### config.mk
export PLATFORM = sky130hd
export DESIGN_NAME = strm_cfg_walker
export DESIGN_NICKNAME = d
export VERILOG_FILES = /design/src/rtl/cfgw_pkg.sv /design/src/rtl/cfgw_index_split.sv /design/src/rtl/cfgw_addr_calc.sv /design/src/rtl/cfgw_desc_decode.sv /design/src/rtl/strm_cfg_walker.sv
export SDC_FILE = /design/constraint.sdc
export NUM_CORES = 1
export LEC_CHECK = 0
export ABC_CLOCK_PERIOD_IN_PS = 14700
export BUFFER_PORTS_ARGS = -buffer_cell sky130_fd_sc_hd__clkbuf_2
export CAP_MARGIN = 10
export CELL_PAD_IN_SITES_DETAIL_PLACEMENT = 0
export CELL_PAD_IN_SITES_GLOBAL_PLACEMENT = 1
export CORE_ASPECT_RATIO = 1.4
export CORE_MARGIN = 2
export CORE_UTILIZATION = 40
export CTS_CLUSTER_DIAMETER = 60
export DETAILED_ROUTE_END_ITERATION = 16
export HOLD_SLACK_MARGIN = 0.1
export PLACE_DENSITY = 0.81
export SKIP_LAST_GASP = 1
export SLEW_MARGIN = 40
export SYNTH_ARGS = -nofsm -noshare
export SYNTH_HDL_FRONTEND = slang
export SYNTH_SLANG_ARGS = --single-unit
export TNS_END_PERCENT = 10
### constraint.sdc
create_clock -name clk -period 14.7 [get_ports clk]
set_input_delay 2.205 -clock clk [delete_from_list [all_inputs] [get_ports clk]]
set_output_delay 2.205 -clock clk [all_outputs]
set_load 0.1 [all_outputs]
### src/rtl/cfgw_pkg.sv
package cfgw_pkg;

    localparam int STE_SHIFT = 6;   // 64-byte stream entries and context descriptors
    localparam int L1_SHIFT  = 3;   // 8-byte first-level descriptors

    typedef enum logic [2:0] {
        W_IDLE      = 3'd0,
        W_FETCH_L1  = 3'd1,
        W_FETCH_STE = 3'd2,
        W_FETCH_CD  = 3'd3,
        W_DONE      = 3'd4
    } walk_state_e;

    typedef enum logic [2:0] {
        FLT_NONE  = 3'd0,
        FLT_RANGE = 3'd1,
        FLT_L1    = 3'd2,
        FLT_STE   = 3'd3,
        FLT_CD    = 3'd4
    } walk_fault_e;

    function automatic walk_fault_e level_fault(input walk_state_e st);
        case (st)
            W_FETCH_L1:  return FLT_L1;
            W_FETCH_STE: return FLT_STE;
            default:     return FLT_CD;
        endcase
    endfunction

endpackage

### src/rtl/cfgw_index_split.sv
module cfgw_index_split #(
    parameter int SID_W = 10,
    parameter int CFG_W = 4
) (
    input  logic [SID_W-1:0] sid,
    input  logic [CFG_W-1:0] split,
    input  logic [CFG_W-1:0] log2_size,
    output logic             in_range,
    output logic [SID_W-1:0] l1_idx,
    output logic [SID_W-1:0] l2_idx
);
    logic [SID_W-1:0] all_ones;
    logic [SID_W-1:0] low_mask;

    always_comb begin
        all_ones = '1;
        low_mask = ~(all_ones << split);
        l1_idx   = sid >> split;
        l2_idx   = sid & low_mask;
        in_range = ((sid >> log2_size) == '0);
    end
endmodule

### src/rtl/cfgw_addr_calc.sv
module cfgw_addr_calc
    import cfgw_pkg::*;
#(
    parameter int ADDR_W = 40,
    parameter int SID_W  = 10,
    parameter int SSID_W = 8
) (
    input  walk_state_e       state,
    input  logic              two_level,
    input  logic [ADDR_W-1:0] tbl_base,
    input  logic [ADDR_W-1:0] l2_base,
    input  logic [ADDR_W-1:0] cd_ptr,
    input  logic [SID_W-1:0]  sid,
    input  logic [SID_W-1:0]  l1_idx,
    input  logic [SID_W-1:0]  l2_idx,
    input  logic [SSID_W-1:0] ssid,
    output logic [ADDR_W-1:0] addr
);
    logic [ADDR_W-1:0] l1_off, l2_off, lin_off, cd_off;

    always_comb begin
        l1_off  = ADDR_W'(l1_idx) << L1_SHIFT;
        l2_off  = ADDR_W'(l2_idx) << STE_SHIFT;
        lin_off = ADDR_W'(sid)    << STE_SHIFT;
        cd_off  = ADDR_W'(ssid)   << STE_SHIFT;
        case (state)
            W_FETCH_L1:  addr = tbl_base + l1_off;
            W_FETCH_STE: addr = two_level ? (l2_base + l2_off) : (tbl_base + lin_off);
            W_FETCH_CD:  addr = cd_ptr + cd_off;
            default:     addr = '0;
        endcase
    end
endmodule

### src/rtl/cfgw_desc_decode.sv
module cfgw_desc_decode #(
    parameter int ADDR_W = 40
) (
    input  logic [2*ADDR_W-1:0] word,
    output logic                valid,
    output logic [ADDR_W-1:0]   ptr,
    output logic [ADDR_W-1:0]   base
);
    localparam logic [ADDR_W-1:0] PTR_MASK = {{(ADDR_W-6){1'b1}}, 6'b0};

    always_comb begin
        valid = word[0];
        ptr   = word[ADDR_W-1:0] & PTR_MASK;
        base  = word[2*ADDR_W-1:ADDR_W];
    end
endmodule

### src/rtl/strm_cfg_walker.sv
module strm_cfg_walker
    import cfgw_pkg::*;
#(
    parameter int SID_W  = 10,
    parameter int SSID_W = 8,
    parameter int ADDR_W = 40,
    parameter int CFG_W  = $clog2(SID_W + 1)
) (
    input  logic                clk,
    input  logic                rst,
    input  logic                start,
    input  logic [SID_W-1:0]    stream_id,
    input  logic [SSID_W-1:0]   substream_id,
    input  logic [ADDR_W-1:0]   tbl_base,
    input  logic                tbl_two_level,
    input  logic [CFG_W-1:0]    tbl_split,
    input  logic [CFG_W-1:0]    tbl_log2_size,
    output logic                idle,
    output logic                done,
    output logic [2:0]          fault,
    output logic [ADDR_W-1:0]   s2_base,
    output logic [ADDR_W-1:0]   s1_base,
    output logic                mem_req,
    output logic [ADDR_W-1:0]   mem_addr,
    input  logic                mem_gnt,
    input  logic                mem_rvalid,
    input  logic [2*ADDR_W-1:0] mem_rdata
);
    walk_state_e       state;
    logic              wait_q;
    logic [SID_W-1:0]  sid_q;
    logic [SSID_W-1:0] ssid_q;
    logic [ADDR_W-1:0] base_q;
    logic              two_q;
    logic [CFG_W-1:0]  split_q;
    logic [CFG_W-1:0]  log2_q;
    logic [ADDR_W-1:0] l2base_q, cdptr_q, s2_hold, s1_hold;
    walk_fault_e       run_fault;
    logic              done_q;
    walk_fault_e       fault_q;
    logic [ADDR_W-1:0] res_s2, res_s1;

    logic              at_idle;
    logic [SID_W-1:0]  sel_sid;
    logic [CFG_W-1:0]  sel_split, sel_log2;
    logic              in_range;
    logic [SID_W-1:0]  l1_idx, l2_idx;
    logic              d_valid;
    logic [ADDR_W-1:0] d_ptr, d_base;

    assign at_idle   = (state == W_IDLE);
    assign sel_sid   = at_idle ? stream_id     : sid_q;
    assign sel_split = at_idle ? tbl_split     : split_q;
    assign sel_log2  = at_idle ? tbl_log2_size : log2_q;

    cfgw_index_split #(.SID_W(SID_W), .CFG_W(CFG_W)) u_split (
        .sid      (sel_sid),
        .split    (sel_split),
        .log2_size(sel_log2),
        .in_range (in_range),
        .l1_idx   (l1_idx),
        .l2_idx   (l2_idx)
    );

    cfgw_addr_calc #(.ADDR_W(ADDR_W), .SID_W(SID_W), .SSID_W(SSID_W)) u_addr (
        .state    (state),
        .two_level(two_q),
        .tbl_base (base_q),
        .l2_base  (l2base_q),
        .cd_ptr   (cdptr_q),
        .sid      (sid_q),
        .l1_idx   (l1_idx),
        .l2_idx   (l2_idx),
        .ssid     (ssid_q),
        .addr     (mem_addr)
    );

    cfgw_desc_decode #(.ADDR_W(ADDR_W)) u_dec (
        .word (mem_rdata),
        .valid(d_valid),
        .ptr  (d_ptr),
        .base (d_base)
    );

    always_ff @(posedge clk) begin
        if (rst) begin
            state     <= W_IDLE;
            wait_q    <= 1'b0;
            sid_q     <= '0;
            ssid_q    <= '0;
            base_q    <= '0;
            two_q     <= 1'b0;
            split_q   <= '0;
            log2_q    <= '0;
            l2base_q  <= '0;
            cdptr_q   <= '0;
            s2_hold   <= '0;
            s1_hold   <= '0;
            run_fault <= FLT_NONE;
            done_q    <= 1'b0;
            fault_q   <= FLT_NONE;
            res_s2    <= '0;
            res_s1    <= '0;
        end else begin
            case (state)
                W_IDLE: begin
                    if (start) begin
                        sid_q   <= stream_id;
                        ssid_q  <= substream_id;
                        base_q  <= tbl_base;
                        two_q   <= tbl_two_level;
                        split_q <= tbl_split;
                        log2_q  <= tbl_log2_size;
                        done_q  <= 1'b0;
                        if (!in_range) begin
                            run_fault <= FLT_RANGE;
                            state     <= W_DONE;
                        end else begin
                            run_fault <= FLT_NONE;
                            state     <= tbl_two_level ? W_FETCH_L1 : W_FETCH_STE;
                        end
                    end
                end
                W_FETCH_L1, W_FETCH_STE, W_FETCH_CD: begin
                    if (!wait_q) begin
                        if (mem_gnt) wait_q <= 1'b1;
                    end else if (mem_rvalid) begin
                        wait_q <= 1'b0;
                        if (!d_valid) begin
                            run_fault <= level_fault(state);
                            state     <= W_DONE;
                        end else begin
                            case (state)
                                W_FETCH_L1: begin
                                    l2base_q <= d_ptr;
                                    state    <= W_FETCH_STE;
                                end
                                W_FETCH_STE: begin
                                    cdptr_q <= d_ptr;
                                    s2_hold <= d_base;
                                    state   <= W_FETCH_CD;
                                end
                                default: begin
                                    s1_hold <= d_base;
                                    state   <= W_DONE;
                                end
                            endcase
                        end
                    end
                end
                W_DONE: begin
                    done_q  <= 1'b1;
                    fault_q <= run_fault;
                    res_s2  <= (run_fault == FLT_NONE) ? s2_hold : '0;
                    res_s1  <= (run_fault == FLT_NONE) ? s1_hold : '0;
                    state   <= W_IDLE;
                end
                default: state <= W_IDLE;
            endcase
        end
    end

    assign mem_req = ((state == W_FETCH_L1) || (state == W_FETCH_STE) ||
                      (state == W_FETCH_CD)) && !wait_q;
    assign idle    = at_idle;
    assign done    = done_q;
    assign fault   = fault_q;
    assign s2_base = res_s2;
    assign s1_base = res_s1;
endmodule

# Word level (Yosys, flattened, before mapping)
# Index checks and enable logic that the tools add are counted.
[classes] n_addsub=4 mul=0 n_div=0 magnitude_cmp=0 eq_ne=8 shifts=3 muxes=26 bitwise=3 n_reduce_logical=18
[op_table] cell="two-way mux 40 bit" count=3
[op_table] cell="case mux 40 bit (3 select lines)" count=1
[op_table] cell="adder 40 x 16 -> 40 bit" count=2
[op_table] cell="adder 40 x 13 -> 40 bit" count=1
[op_table] cell="adder 40 x 14 -> 40 bit" count=1
[op_table] cell="two-way mux 3 bit" count=9
[op_table] cell="AND reduction 5 bit" count=4
[op_table] cell="right shift 10 x 4 -> 10 bit" count=2
[op_table] cell="case mux 3 bit (2 select lines)" count=3
[op_table] cell="AND 10 bit" count=1
[op_table] cell="logical NOT 10 bit" count=1
[op_table] cell="two-way mux 10 bit" count=1
[op_table] cell="NOT 10 bit" count=1
[op_table] cell="left shift 10 x 4 -> 10 bit (first input constant)" count=1
[op_table] cell="two-way mux 4 bit" count=2
[op_table] cell="inequality test 2 bit (second input constant)" count=4
[op_table] cell="equality test 3 x 2 -> 1 bit (second input constant)" count=2
[op_table] cell="logical NOT 3 bit" count=2
[op_table] cell="two-way mux 1 bit" count=5
[op_table] cell="AND reduction 2 bit" count=2
[op_table] cell="nonzero test 2 bit" count=2
[op_table] cell="equality test 3 x 1 -> 1 bit (second input constant)" count=1
[op_table] cell="equality test 3 bit (second input constant)" count=1
[op_table] cell="AND reduction 3 bit" count=1
[op_table] cell="8 further kinds" count=9
[totals] ff_bits=306 latchBits=0 ramBits=0 mem_bits_ro=0 in_bits=152 wordCells=79 mem_count=0

# Longest topological paths before layout
# Gate-level depths: netlist of the first run.
[depth] ltp_word=8 depth_mapped=22 depth_no_buf=17

# Cells and area by module
# Synthesis of the first run repeated with hierarchy kept, for this count alone.
[hier_totals] hier_cells=2274 hier_area_um2=18047.3
[by_module_without_submodules] mod="strm_cfg_walker" instances=1 cells_each=1391 area_per_inst_um2=11964.0
[by_module_without_submodules] mod="cfgw_addr_calc" instances=1 cells_each=724 area_per_inst_um2=4869.7
[by_module_without_submodules] mod="cfgw_desc_decode" instances=1 cells_each=82 area_per_inst_um2=611.8
[by_module_without_submodules] mod="cfgw_index_split" instances=1 cells_each=77 area_per_inst_um2=601.8

# Worst setup path before layout of the first run
# Ideal clock, no wire load.
[synth_timing] path_kind="input to output" startpoint="input port tbl_split[0]" endpoint="output port mem_addr[37]" arrival_ns=6.890 slack_ns=5.605 cell_stages=15 n_path_buf=1 cell_sequence="mux2i_1 -> buf_2 -> mux2i_1 -> nand2_1 -> nand2_1 -> o21ai_1 -> o22ai_1 -> ha_1 -> fa_1 -> a21o_1 -> a221oi_2 -> o21ai_1 -> a21boi_2 -> o32a_1 -> o311ai_1"
[synth_between] elab_chain_cells=7
[synth_lines] element="start: declaration" line_no="strm_cfg_walker.sv:16" text="input logic [CFG_W-1:0] tbl_split,"
[synth_lines] element="two-way mux 4 bit (*)" line_no="strm_cfg_walker.sv:53" text="assign sel_split = at_idle ? tbl_split : split_q;"
[synth_lines] element="left shift 10 x 4 -> 10 bit" line_no="cfgw_index_split.sv:17" text="low_mask = ~(all_ones << split);"
[synth_lines] element="NOT 10 bit" line_no="cfgw_index_split.sv:17"
[synth_lines] element="AND 10 bit" line_no="cfgw_index_split.sv:19" text="l2_idx = sid & low_mask;"
[synth_lines] element="adder 40 x 16 -> 40 bit" line_no="cfgw_addr_calc.sv:28" text="W_FETCH_STE: addr = two_level ? (l2_base + l2_off) : (tbl_base + lin_off);"
[synth_lines] element="two-way mux 40 bit" line_no="cfgw_addr_calc.sv:28"
[synth_lines] element="case mux 40 bit (3 select lines) (*)" line_no="cfgw_addr_calc.sv:26" text="case (state)"
[synth_lines] element="end: declaration" line_no="strm_cfg_walker.sv:24" text="output logic [ADDR_W-1:0] mem_addr,"
# Mark *: on every way between the ends. The rest lies on a longest branch, timed or not.

# Final worst setup path of the first run
[layout_timing] startpoint="register state[0]" endpoint="output port mem_addr[39]"
[layout_between] elab_chain_cells=8
[layout_lines] element="start: declaration" line_no="strm_cfg_walker.sv:29" text="walk_state_e state;"
[layout_lines] element="start signal: assignment" line_no="strm_cfg_walker.sv:120" text="state <= tbl_two_level ? W_FETCH_L1 : W_FETCH_STE;"
[layout_lines] element="logical NOT 3 bit" line_no="strm_cfg_walker.sv:51" text="assign at_idle = (state == W_IDLE);"
[layout_lines] element="two-way mux 4 bit" line_no="strm_cfg_walker.sv:53"
[layout_lines] element="left shift 10 x 4 -> 10 bit" line_no="cfgw_index_split.sv:17"
[layout_lines] element="NOT 10 bit" line_no="cfgw_index_split.sv:17"
[layout_lines] element="AND 10 bit" line_no="cfgw_index_split.sv:19"
[layout_lines] element="adder 40 x 16 -> 40 bit" line_no="cfgw_addr_calc.sv:28"
[layout_lines] element="two-way mux 40 bit" line_no="cfgw_addr_calc.sv:28"
[layout_lines] element="case mux 40 bit (3 select lines) (*)" line_no="cfgw_addr_calc.sv:26"
# Marks and branches as above.

==> flow_summary.yaml, run 1 <==
run_status:
  status: "complete, no violations"
floorplan:
  io_pins: 278
  rows: 85
  start_util_pct: 40.64
  die_area_um2: 40730
  die_y_um: 238.0
  core-area_um2: 38500
  die_w_um: 171.1
cells_and_area:
  final_area_um2: 18600
  instances_no_fill: 2810
  final_cell_mix: "519 x nand2_1, 306 x dfxtp_1, 286 x a21oi_1"
  layout.nets: 2457
  layout-drive-gt1-share_pct: 16.31
  layout.cells.most_common: "nand2_1"
  final_util_pct: 48.31
  syn_to_final_growth_pct: 18.87
  fillers: 3987
logic_synthesis:
  synthCells: 2073
  synth_ff_type: "dfxtp_1"
  yosysWarnings: 0
  synth_seq_area_share_pct: 39.16
  ys_types: 74
  synth-compound-area-share_pct: 22.91
  async_flop_share_pct: 0
  synth-xor-area-share_pct: 3.919
  syn-num-nets: 2267
  synth_area_um2: 15650
  synth_area_per_cell_um2: 7.547
  synth_edf_count: 0
  ys_ff_latch: 306
  synth_fa_ha_area_share_pct: 3.551
  synth_simple_gate_area_share_pct: 23.86
  synthMuxAreaShare_pct: 2.327
  synth_top_family_by_area: "simple AND/OR/NAND/NOR gates"
routing:
  viasPerCell: 5.600
  detail-route-antenna-nets: 0
  wire_per_inst_um: 19.52
  drt_iter0_markers: 1207
  vias: 15740
  drt_wl_total_um: 54850
  dr.pass1.iters: 5
  remaining_drc_errors: 0
job:
  cap_violations: 0
setup_path:
  crit_required_ns: 12.49
  reg2reg_depth: 8
  slowest_stage: "mux2i_2"
  startpoint_type: "flop"
  cp.arrival_ns: 7.17
  critical_path.max_stage_delay_ns: 0.83
  cp-end-kind: "output port"
  r2r_slack_ns: 10.95
  crit_type: "reg -> out"
  crit_fanout: 29
  worstPathCellList: "or3_1 > clkinv_2 > mux2i_2 > mux2_2 > nor2_1 > a21oi_1 > nor2b_1 > a211oi_1 > ha_1 > a21o_1 > a221oi_2 > o21ai_1 > a21boi_2 > o32ai_2 > a22oi_1 > o211ai_1 > clkbuf_2"
sta:
  tightest_slew_ns: 0.7964
  final_hold_viol_count: 0
  slew_viol_final: 0
  tns_ns: 0
  setup_viol: 0
  max_slew_margin_pct: 45.86
  skew_ns: 0.02298
  timing.final.crit_share_pct: 63.77
  rsz0062_at_grt: "false"
  max_freq_mhz: 106.7
  fin_crit_ns: 9.375
min_path:
  min_path_cells: 2
  hp-class: "reg -> reg"
global_routing:
  gr-total-overflow: 0
  grt_pass1_wl_um: 82580
  grt_util_all_layers_pct: 25.85
  grt_pass1_vias: 14760
  grt_max_degree: 95
  antenna_found_initial: 1
clocking:
  htreeDepth: 2
  cts_tree: "built"
  cts-root-buf: "clkbuf_16"
  cts_hold_buf: 0
  clk_path_buf_depth: 3
  cts_buffers: 34
  cts.sinks: 306
  clkTransAtPathRegs_ns: 0.06
  post_cts_resized: 0
  worst_skew_pair.late_latency_ns: 0.54
  cts_setup_buffers: 0
power:
  leakage_nw: 7.280
  peakVddDrop_uv: 100.2
  pwr_density_cell_nw_per_um2: 132.7
  total_power_mw: 2.468
placement:
  place.gp.congestion: 1.022
  post_dp_cell_area_um2: 17430
  portBuffers: 272
  dp.cells: 2749
  post-dp-hpwl_um: 40410
area by class of cell:
type / count / area (µm²) / share of cell area [%]
Antenna cell: 1 / 2.502 / 0.01346
Tap cell: 522 / 653.1 / 3.512
Timing Repair Buffer: 294 / 1624 / 8.733
Clock buffer: 52 / 1049 / 5.638
Sequential cell: 306 / 6126 / 32.94
Clock inverter: 8 / 118.9 / 0.6391
Multi-Input combinational cell: 1599 / 8919 / 47.95
Inverter: 28 / 106.4 / 0.5719
final timing paths:
| check | start | endpoint |
|---|---|---|
| hold reg to reg | base_q[2] | base_q[2] |
| setup / recovery | state[0] | mem_addr[39] |
| setup reg to reg | state[0] | state[1] |
| hold / removal | base_q[2] | base_q[2] |
per-layer routing:
metal	part of all wire [%]	routed length, µm	GRT usage [%]
met2	50	27410	46.00
met1	39	21310	29.38
met3	5.5	2992	4.097
met4	5.7	3129	13.76
met5	0	0	0
kinds of logic after synthesis:
| logic type | Yosys count |
|---|---|
| adder cells (fa/ha/maj) | 42 |
| multiplexers | 36 |
| AO/OA/AOI/OAI | 579 |
| flip-flops | 306 |
| buffers and inverters | 168 |
| XOR/XNOR | 70 |
| AND/OR/NAND/NOR | 872 |
where the power goes:
part	internal [mW]	total (mW)	switching, mW
sequential	0.862	0.914	0.0518
clock	0.515	0.871	0.356
combinational	0.195	0.683	0.488
total	1.57	2.47	0.896
synth_stat cells, types with 4 or more instances:
cell	instances	area, µm²
o21ai_1	13	65.06
nor3_1	27	135.1
xor2_1	37	324.1
clkbuf_1	122	457.9
nand3_1	39	195.2
o21ai_0	34	170.2
o31ai_1	5	37.54
and3_1	14	87.58
fa_1	4	80.08
o22ai_1	14	87.58
buf_1	6	22.52
o221ai_1	5	43.79
or3_1	11	68.82
inv_1	26	97.59
nand2_1	521	1956
ha_1	38	475.5
mux2i_1	33	330.3
nor4_1	14	87.58
and2_1	10	62.56
a21o_1	18	135.1
a211oi_1	24	180.2
a31oi_1	11	68.82
a22oi_1	84	630.6
o211ai_1	23	172.7
buf_2	10	50.05
o21a_1	5	37.54
a211o_1	7	61.31
a221oi_1	5	43.79
o311ai_1	5	43.79
nor2_1	157	589.3
dfxtp_1	306	6126
xnor2_1	33	289.0
a21oi_1	288	1441
nor2b_1	16	100.1
and4_1	11	96.34
nand2b_1	10	62.56
nand4_1	24	150.1
registers in the layout, summed over array words and instances, names as in the netlist:
name       cells
base_q        40
cdptr_q       34
done           1
fault          3
l2base_q      34
log2_q         4
run_fault      3
s1_base       40
s1_hold       40
s2_base       40
s2_hold       40
sid_q         10
split_q        4
ssid_q         8
state          3
two_q          1
wait_q         1
metrics by stage:
| stage | setup WS, ns | hold slack (ns) |
|---|---|---|
| finish | 5.325 | 0.4514 |
| global route | 4.983 | 0.4654 |
| CTS | 5.339 | 0.4521 |
| detailed placement | 5.567 | 0.4445 |
| global placement | 5.111 | 0.4403 |
| floorplan | 5.605 | 0.4318 |
worst max-delay path: cells and delay by family, from the launching register on:
family | cells | cell delay (ns)
multiplexers | 2 | 1.28
AND/OR/NAND/NOR | 3 | 0.79
adder cells (fa/ha/maj) | 1 | 0.32
AO/OA/AOI/OAI | 9 | 2.49
flip-flops | 1 | 0.72
buffers and inverters | 2 | 1.02
Power figures use the tool's default switching activity.
==> inputs of run 2 (changes only) <==
- ABC_AREA: not set -> 1
- ABC_CLOCK_PERIOD_IN_PS: 14700 -> 9100
- clock period: 14.7 -> 9.1 ns (I/O delays scaled with it)
==> run 2 against run 1 <==
Net effect:
- core utilization down 1.3 points
- die area increased by 11%
- synthesized area is 11% higher
- routed wire length grew 14%
- sequential share of layout area is 2.6 points lower
- count of clock-buffer cells in the layout is 7 lower
- register-to-register slack worse by 5.5 ns
- non-clock buffer count shrank 9
- clock skew decreased by 0.015 ns
- largest cell class unchanged
- highest routed layer unchanged
==> flow_summary.yaml, run 2 <==
cells_and_area:
  final_cell_mix: "426 x nand2_1, 370 x nor2_1, 306 x dfxtp_1"
  multi_input_area_um2: 9976
  final_area_um2: 20200
  seq_area_um2: 6126
  layout.cells.most_common: "nand2_1"
  antenna_cells: 0
  layout.nets: 2889
  final_util_pct: 46.97
  fillers: 4481
  layout-drive-gt1-share_pct: 21.10
  syn_to_final_growth_pct: 16.15
  instances_no_fill: 3272
routing:
  vias: 17630
  detail-route-antenna-nets: 0
  dr.pass1.iters: 5
  wire_per_inst_um: 19.09
  drt_wl_total_um: 62460
  drt_iter0_markers: 940
  remaining_drc_errors: 0
  viasPerCell: 5.389
sta:
  rsz0062_at_grt: "false"
  tightest_slew_ns: 0.8619
  timing.final.crit_share_pct: 77.93
  final_hold_viol_count: 0
  skew_ns: 0.008092
  max_freq_mhz: 141.0
  fin_ws_ns: 2.008
  setup_viol: 0
  holdWs_ns: 0.4521
  slew_viol_final: 0
  max_slew_margin_pct: 42.54
  fin_crit_ns: 7.092
  tns_ns: 0
setup_path:
  crit_type: "reg -> out"
  r2r_slack_ns: 5.45
  cp.arrival_ns: 5.73
  reg2reg_depth: 11
  crit_end: "mem_addr[22]"
  cp-startpoint: "state[1]"
  r2r-end: "cdptr_q[21]"
  startpoint_type: "flop"
  regToRegStartpoint: "state[1]"
  crit_fanout: 31
  cp-end-kind: "output port"
  crit_required_ns: 7.74
logic_synthesis:
  synth_ff_type: "dfxtp_1"
  synth_top_area_share_pct: 35.22
  synth_edf_count: 0
  ys_types: 58
  synth_area_per_cell_um2: 6.978
  synth_seq_area_share_pct: 35.22
  yosysWarnings: 0
  synth_area_leader_cell: "dfxtp_1"
  ys_top_cells_by_count: "428 x nand2_1, 370 x nor2_1, 306 x dfxtp_1"
  syn-num-nets: 2687
  synth_area_um2: 17400
  ys_ff_latch: 306
  async_flop_share_pct: 0
  synthCells: 2493
  yosysMostFrequentCell: "nand2_1"
  yosys-top-cells-area: "dfxtp_1 35%, nand2_1 9.2%, nor2_1 8.0%"
power:
  total_power_mw: 5.528
  pwr_density_cell_nw_per_um2: 273.6
  combPwrFrac_pct: 44.9
  power.share.switching_pct: 46.82
  internal_power_mw: 2.940
  power_frac_seq_pct: 28.7
  power_switching_mw: 2.588
  pwr-share-clk_pct: 26.4
  leakage_nw: 8.502
  peakVddDrop_uv: 136.5
clocking:
  post_cts_resized: 0
  cts_buffers: 34
  worst_skew_pair.late_latency_ns: 0.53
  htreeDepth: 2
  cts_tree: "built"
  cts-root-buf: "clkbuf_16"
  clkTransAtPathRegs_ns: 0.06
  cts_setup_buffers: 0
  cts.sinks: 306
  cts_hold_buf: 0
  clk_path_buf_depth: 3
floorplan:
  start_util_pct: 40.44
  core-area_um2: 43020
  die_w_um: 180.2
  die_area_um2: 45200
  io_pins: 278
  die_y_um: 250.7
  rows: 90
global_routing:
  grt_util_all_layers_pct: 26.63
  grt_use_met1_pct: 31.00
  grt_use_met2_pct: 47.60
  antenna_found_initial: 0
  use_met3_pct: 4.896
  grt_pass1_wl_um: 94950
  busiest_layer: "met2"
  grt_pass1_vias: 16950
  grt_max_degree: 115
  gr-total-overflow: 0
placement:
  place.gp.congestion: 0.9089
  post_dp_cell_area_um2: 19010
  dp.cells: 3211
  post-dp-hpwl_um: 46970
  portBuffers: 272
  place_ws_ns: 2.362
run_status:
  status: "complete, no violations"
min_path:
  hp-class: "reg -> reg"
job:
  cap_violations: 0
==> run 2: changes by cell type in the layout (fill, tap and decap cells not counted), moves of 93 or more <==
cell | before | now
a21oi_1 | 286 | 178
nand2_1 | 519 | 426
o21ai_0 | 34 | 265
nand3_1 | 39 | 197
inv_1 | 26 | 173
nor2_1 | 153 | 370
==> run 2: critical path: stages (launching register included) <==
cell	delay, ns
dfxtp_1	0.36
nor2_4	0.35
nand2_4	0.34
nand2_2	0.17
o21ai_4	0.10
inv_2	0.23
nor2_4	0.07
inv_2	0.11
nor2_2	0.07
a21boi_0	0.36
ha_1	0.30
inv_1	0.10
fa_1	0.42
inv_1	0.09
nand3_1	0.07
nand2_1	0.18
a21boi_0	0.20
o22ai_1	0.43
nand3_1	0.17
inv_1	0.17
nand2_1	0.07
nand3_1	0.14
nand3_1	0.09
nand3_1	0.10
clkbuf_2	0.47
==> run 2: area by class of cell <==
class                           count  area share [%]
Multi-Input combinational cell   1874           49.37
Sequential cell                   306           30.32
Timing Repair Buffer              285           7.326
Clock buffer                       45           4.867
Inverter                          194           3.660
Tap cell                          552           3.418
Clock inverter                     16           1.034
==> run 2: power by group through the flow <==
stage | Sequential, mW | Clock, mW | Combinational [mW]
2_1_floorplan | 1.59 | 0 | 1.92
3_3_place_gp | 1.61 | 0 | 2.45
3_5_place_dp | 1.61 | 0 | 2.46
4_1_cts | 1.58 | 1.49 | 2.48
5_1_grt | 1.60 | 1.54 | 2.72
6_report | 1.59 | 1.46 | 2.48
==> run 2: routing by layer <==
layer	up-vias	part of all wire [%]
met3	114	5.8
met2	533	49
met4	0	4.5
met5	-	0
li1	8769	-
met1	8218	40
==> run 2: worst min path at each step <==
stage,slack (ns),cells past startpoint,start,endpoint
global route,0.47,2,split_q[2],split_q[2]
detailed placement,0.45,2,base_q[2],base_q[2]
global placement,0.44,2,base_q[1],base_q[1]
CTS,0.46,2,base_q[2],base_q[2]
floorplan,0.43,2,split_q[2],split_q[2]
finish,0.45,2,base_q[0],base_q[0]
==> run 2: kinds of logic (layout without fill, tap and decap cells) <==
| logic type | Yosys count | after routing | share of synthesized area [%] |
|---|---|---|---|
| and+or+nand+nor | 1204 | 1204 | 30.77 |
| AOI/OAI and AO/OA | 603 | 603 | 22.00 |
| buffers and inverters | 313 | 540 | 7.552 |
| DFF | 306 | 306 | 35.22 |
| adders and majority gates | 42 | 42 | 3.194 |
| xor gates and xnor gates | 24 | 24 | 1.208 |
| muxes | 1 | 1 | 0.05754 |
==> inputs of run 3 (changes only) <==
- ABC_CLOCK_PERIOD_IN_PS: 9100 -> 7200
- clock period: 9.1 -> 7.2 ns (I/O delays scaled with it)
==> run 3 against run 2 <==
Net effect:
- count of clock-buffer cells in the layout increased by 4
- critical path depth did not move
- hold slack improved by 0.0036 ns
- critical path type unchanged
- clock power grew 29%
- highest routed layer unchanged
- register-to-register slack got worse by 1.8 ns
- sequential share of layout area barely moved
- via count rose by 0.12%
==> flow_summary.yaml, run 3 (synthesis results as in run 2) <==
clocking:
  cts.sinks: 306
  htreeDepth: 2
  worst_skew_pair.late_latency_ns: 0.54
  cts_tree: "built"
  cts-root-buf: "clkbuf_16"
  clk_path_buf_depth: 3
  cts_hold_buf: 0
  cts_buffers: 35
  cts_setup_buffers: 0
  post_cts_resized: 0
  clkTransAtPathRegs_ns: 0.07
global_routing:
  grt_pass1_vias: 17490
  antenna_found_initial: 0
  grt_max_degree: 123
  gr-total-overflow: 0
  grt_pass1_wl_um: 98250
  grt_util_all_layers_pct: 27.49
sta:
  skew_ns: 0.02103
  fin_crit_ns: 6.719
  tightest_slew_ns: 0.8629
  setup_viol: 0
  tns_ns: 0
  timing.final.crit_share_pct: 93.33
  max_freq_mhz: 148.8
  rsz0062_at_grt: "false"
  max_slew_margin_pct: 42.47
  final_hold_viol_count: 0
  slew_viol_final: 0
cells_and_area:
  fillers: 4514
  layout.nets: 2895
  final_cell_mix: "426 x nand2_1, 370 x nor2_1, 306 x dfxtp_1"
  syn_to_final_growth_pct: 16.29
  layout-drive-gt1-share_pct: 21.07
  final_util_pct: 47.03
  antenna_cells: 0
  layout.cells.most_common: "nand2_1"
setup_path:
  crit_buf_inv: 6
  critical_path.max_stage_delay_ns: 0.48
  cp-end-kind: "output port"
  startpoint_type: "flop"
  worst_path_most_repeated_cell: "nand3_1"
  worstPathCellList: "nor2_4 > nand2_4 > nand2_2 > o21ai_4 > inv_2 > nor2_4 > inv_2 > nor2_2 > a21boi_0 > ha_1 > inv_1 > fa_1 > inv_1 > nand3_1 > nand2_1 > a21boi_0 > o22ai_1 > nand3_1 > inv_1 > nand2_1 > nand3_1 > nand3_1 > nand3_1 > clkbuf_2"
  crit_fanout: 31
  cp.arrival_ns: 5.64
  crit_type: "reg -> out"
  cp_top_family: "simple AND/OR/NAND/NOR gates"
  slowest_stage: "clkbuf_2"
  r2r_slack_ns: 3.63
  crit_required_ns: 6.12
power:
  peakVddDrop_uv: 213.9
  leakage_nw: 8.502
  pwr-share-clk_pct: 26.7
  power.share.switching_pct: 46.82
  internal_power_mw: 3.744
  power_switching_mw: 3.296
  power_frac_seq_pct: 28.5
  combPwrFrac_pct: 44.8
  pwr_density_cell_nw_per_um2: 348.0
routing:
  drt_iter0_markers: 1104
  dr.pass1.iters: 5
  viasPerCell: 5.389
  remaining_drc_errors: 0
  vias: 17660
  detail-route-antenna-nets: 0
  drt_wl_total_um: 63680
  wire_per_inst_um: 19.44
min_path:
  hp-class: "reg -> reg"
floorplan:
  start_util_pct: 40.44
  die_y_um: 250.7
  die_w_um: 180.2
  io_pins: 278
  rows: 90
  die_area_um2: 45200
  core-area_um2: 43020
placement:
  post-dp-hpwl_um: 47960
  place.gp.congestion: 0.9831
  portBuffers: 272
run_status:
  status: "complete, no violations"
job:
  cap_violations: 0
run 3: cell types whose count changed in the layout (fill, tap and decap cells not counted), moves of 2 or more:
cell,change
inv_4,-2
clkbuf_1,+2
buf_4,+9
inv_6,+2
buf_6,-4
clkbuf_8,+2
clkinv_2,-7
run 3: per-stage QoR:
stage | worst slack (ns) | hold WS (ns) | cell area, µm² | power [mW] | instances
3_3_place_gp | 1.140 | 0.4397 | 19020 | 5.156 | 3216
4_1_cts | 0.4908 | 0.4579 | 20230 | 7.076 | 3276
2_1_floorplan | 1.212 | 0.4297 | 17400 | 4.435 | 2493
5_1_grt | 0.01924 | 0.4747 | 20230 | 7.461 | 3276
6_report | 0.4805 | 0.4557 | 20230 | 7.040 | 3276
3_5_place_dp | 1.078 | 0.4485 | 19020 | 5.179 | 3216
run 3: area by class of cell:
class	count	area [µm²]	area share, %
Multi-Input combinational cell	1874	9966	49.26
Sequential cell	306	6126	30.28
Timing Repair Buffer	290	1503	7.428
Clock buffer	49	1018	5.035
Inverter	194	738.2	3.649
Tap cell	552	690.7	3.414
Clock inverter	11	187.7	0.9278
run 3: path summary, 6_finish.rpt:
| check | startpoint | end | cells after the start |
|---|---|---|---|
| setup / recovery | state[1] | mem_addr[22] | 24 |
| hold / removal | split_q[2] | split_q[2] | 2 |
| hold reg to reg | split_q[2] | split_q[2] | 2 |
| setup reg to reg | state[1] | cdptr_q[7] | 11 |
run 3: metal layers:
layer / wire [µm] / vias up / share of wire (%) / GRT usage [%]
li1: - / 8796 / - / -
met1: 25490 / 8204 / 40 / 31.80
met2: 31790 / 523 / 50 / 49.78
met3: 3518 / 132 / 5.5 / 4.549
met4: 2877 / 0 / 4.5 / 11.75
met5: 0 / - / 0 / 0
run 3: worst min-delay path, cell delays in order (launching register included):
cell     delay [ns]
dfxtp_1        0.30
inv_1          0.06
a21oi_1        0.05
run 3: power by group through the flow:
stage	clock network, mW	logic [mW]	registers (mW)
finish	1.88	3.15	2.00
detailed placement	0	3.14	2.04
global placement	0	3.12	2.04
global route	1.98	3.46	2.02
CTS	1.92	3.15	2.00
floorplan	0	2.43	2.01
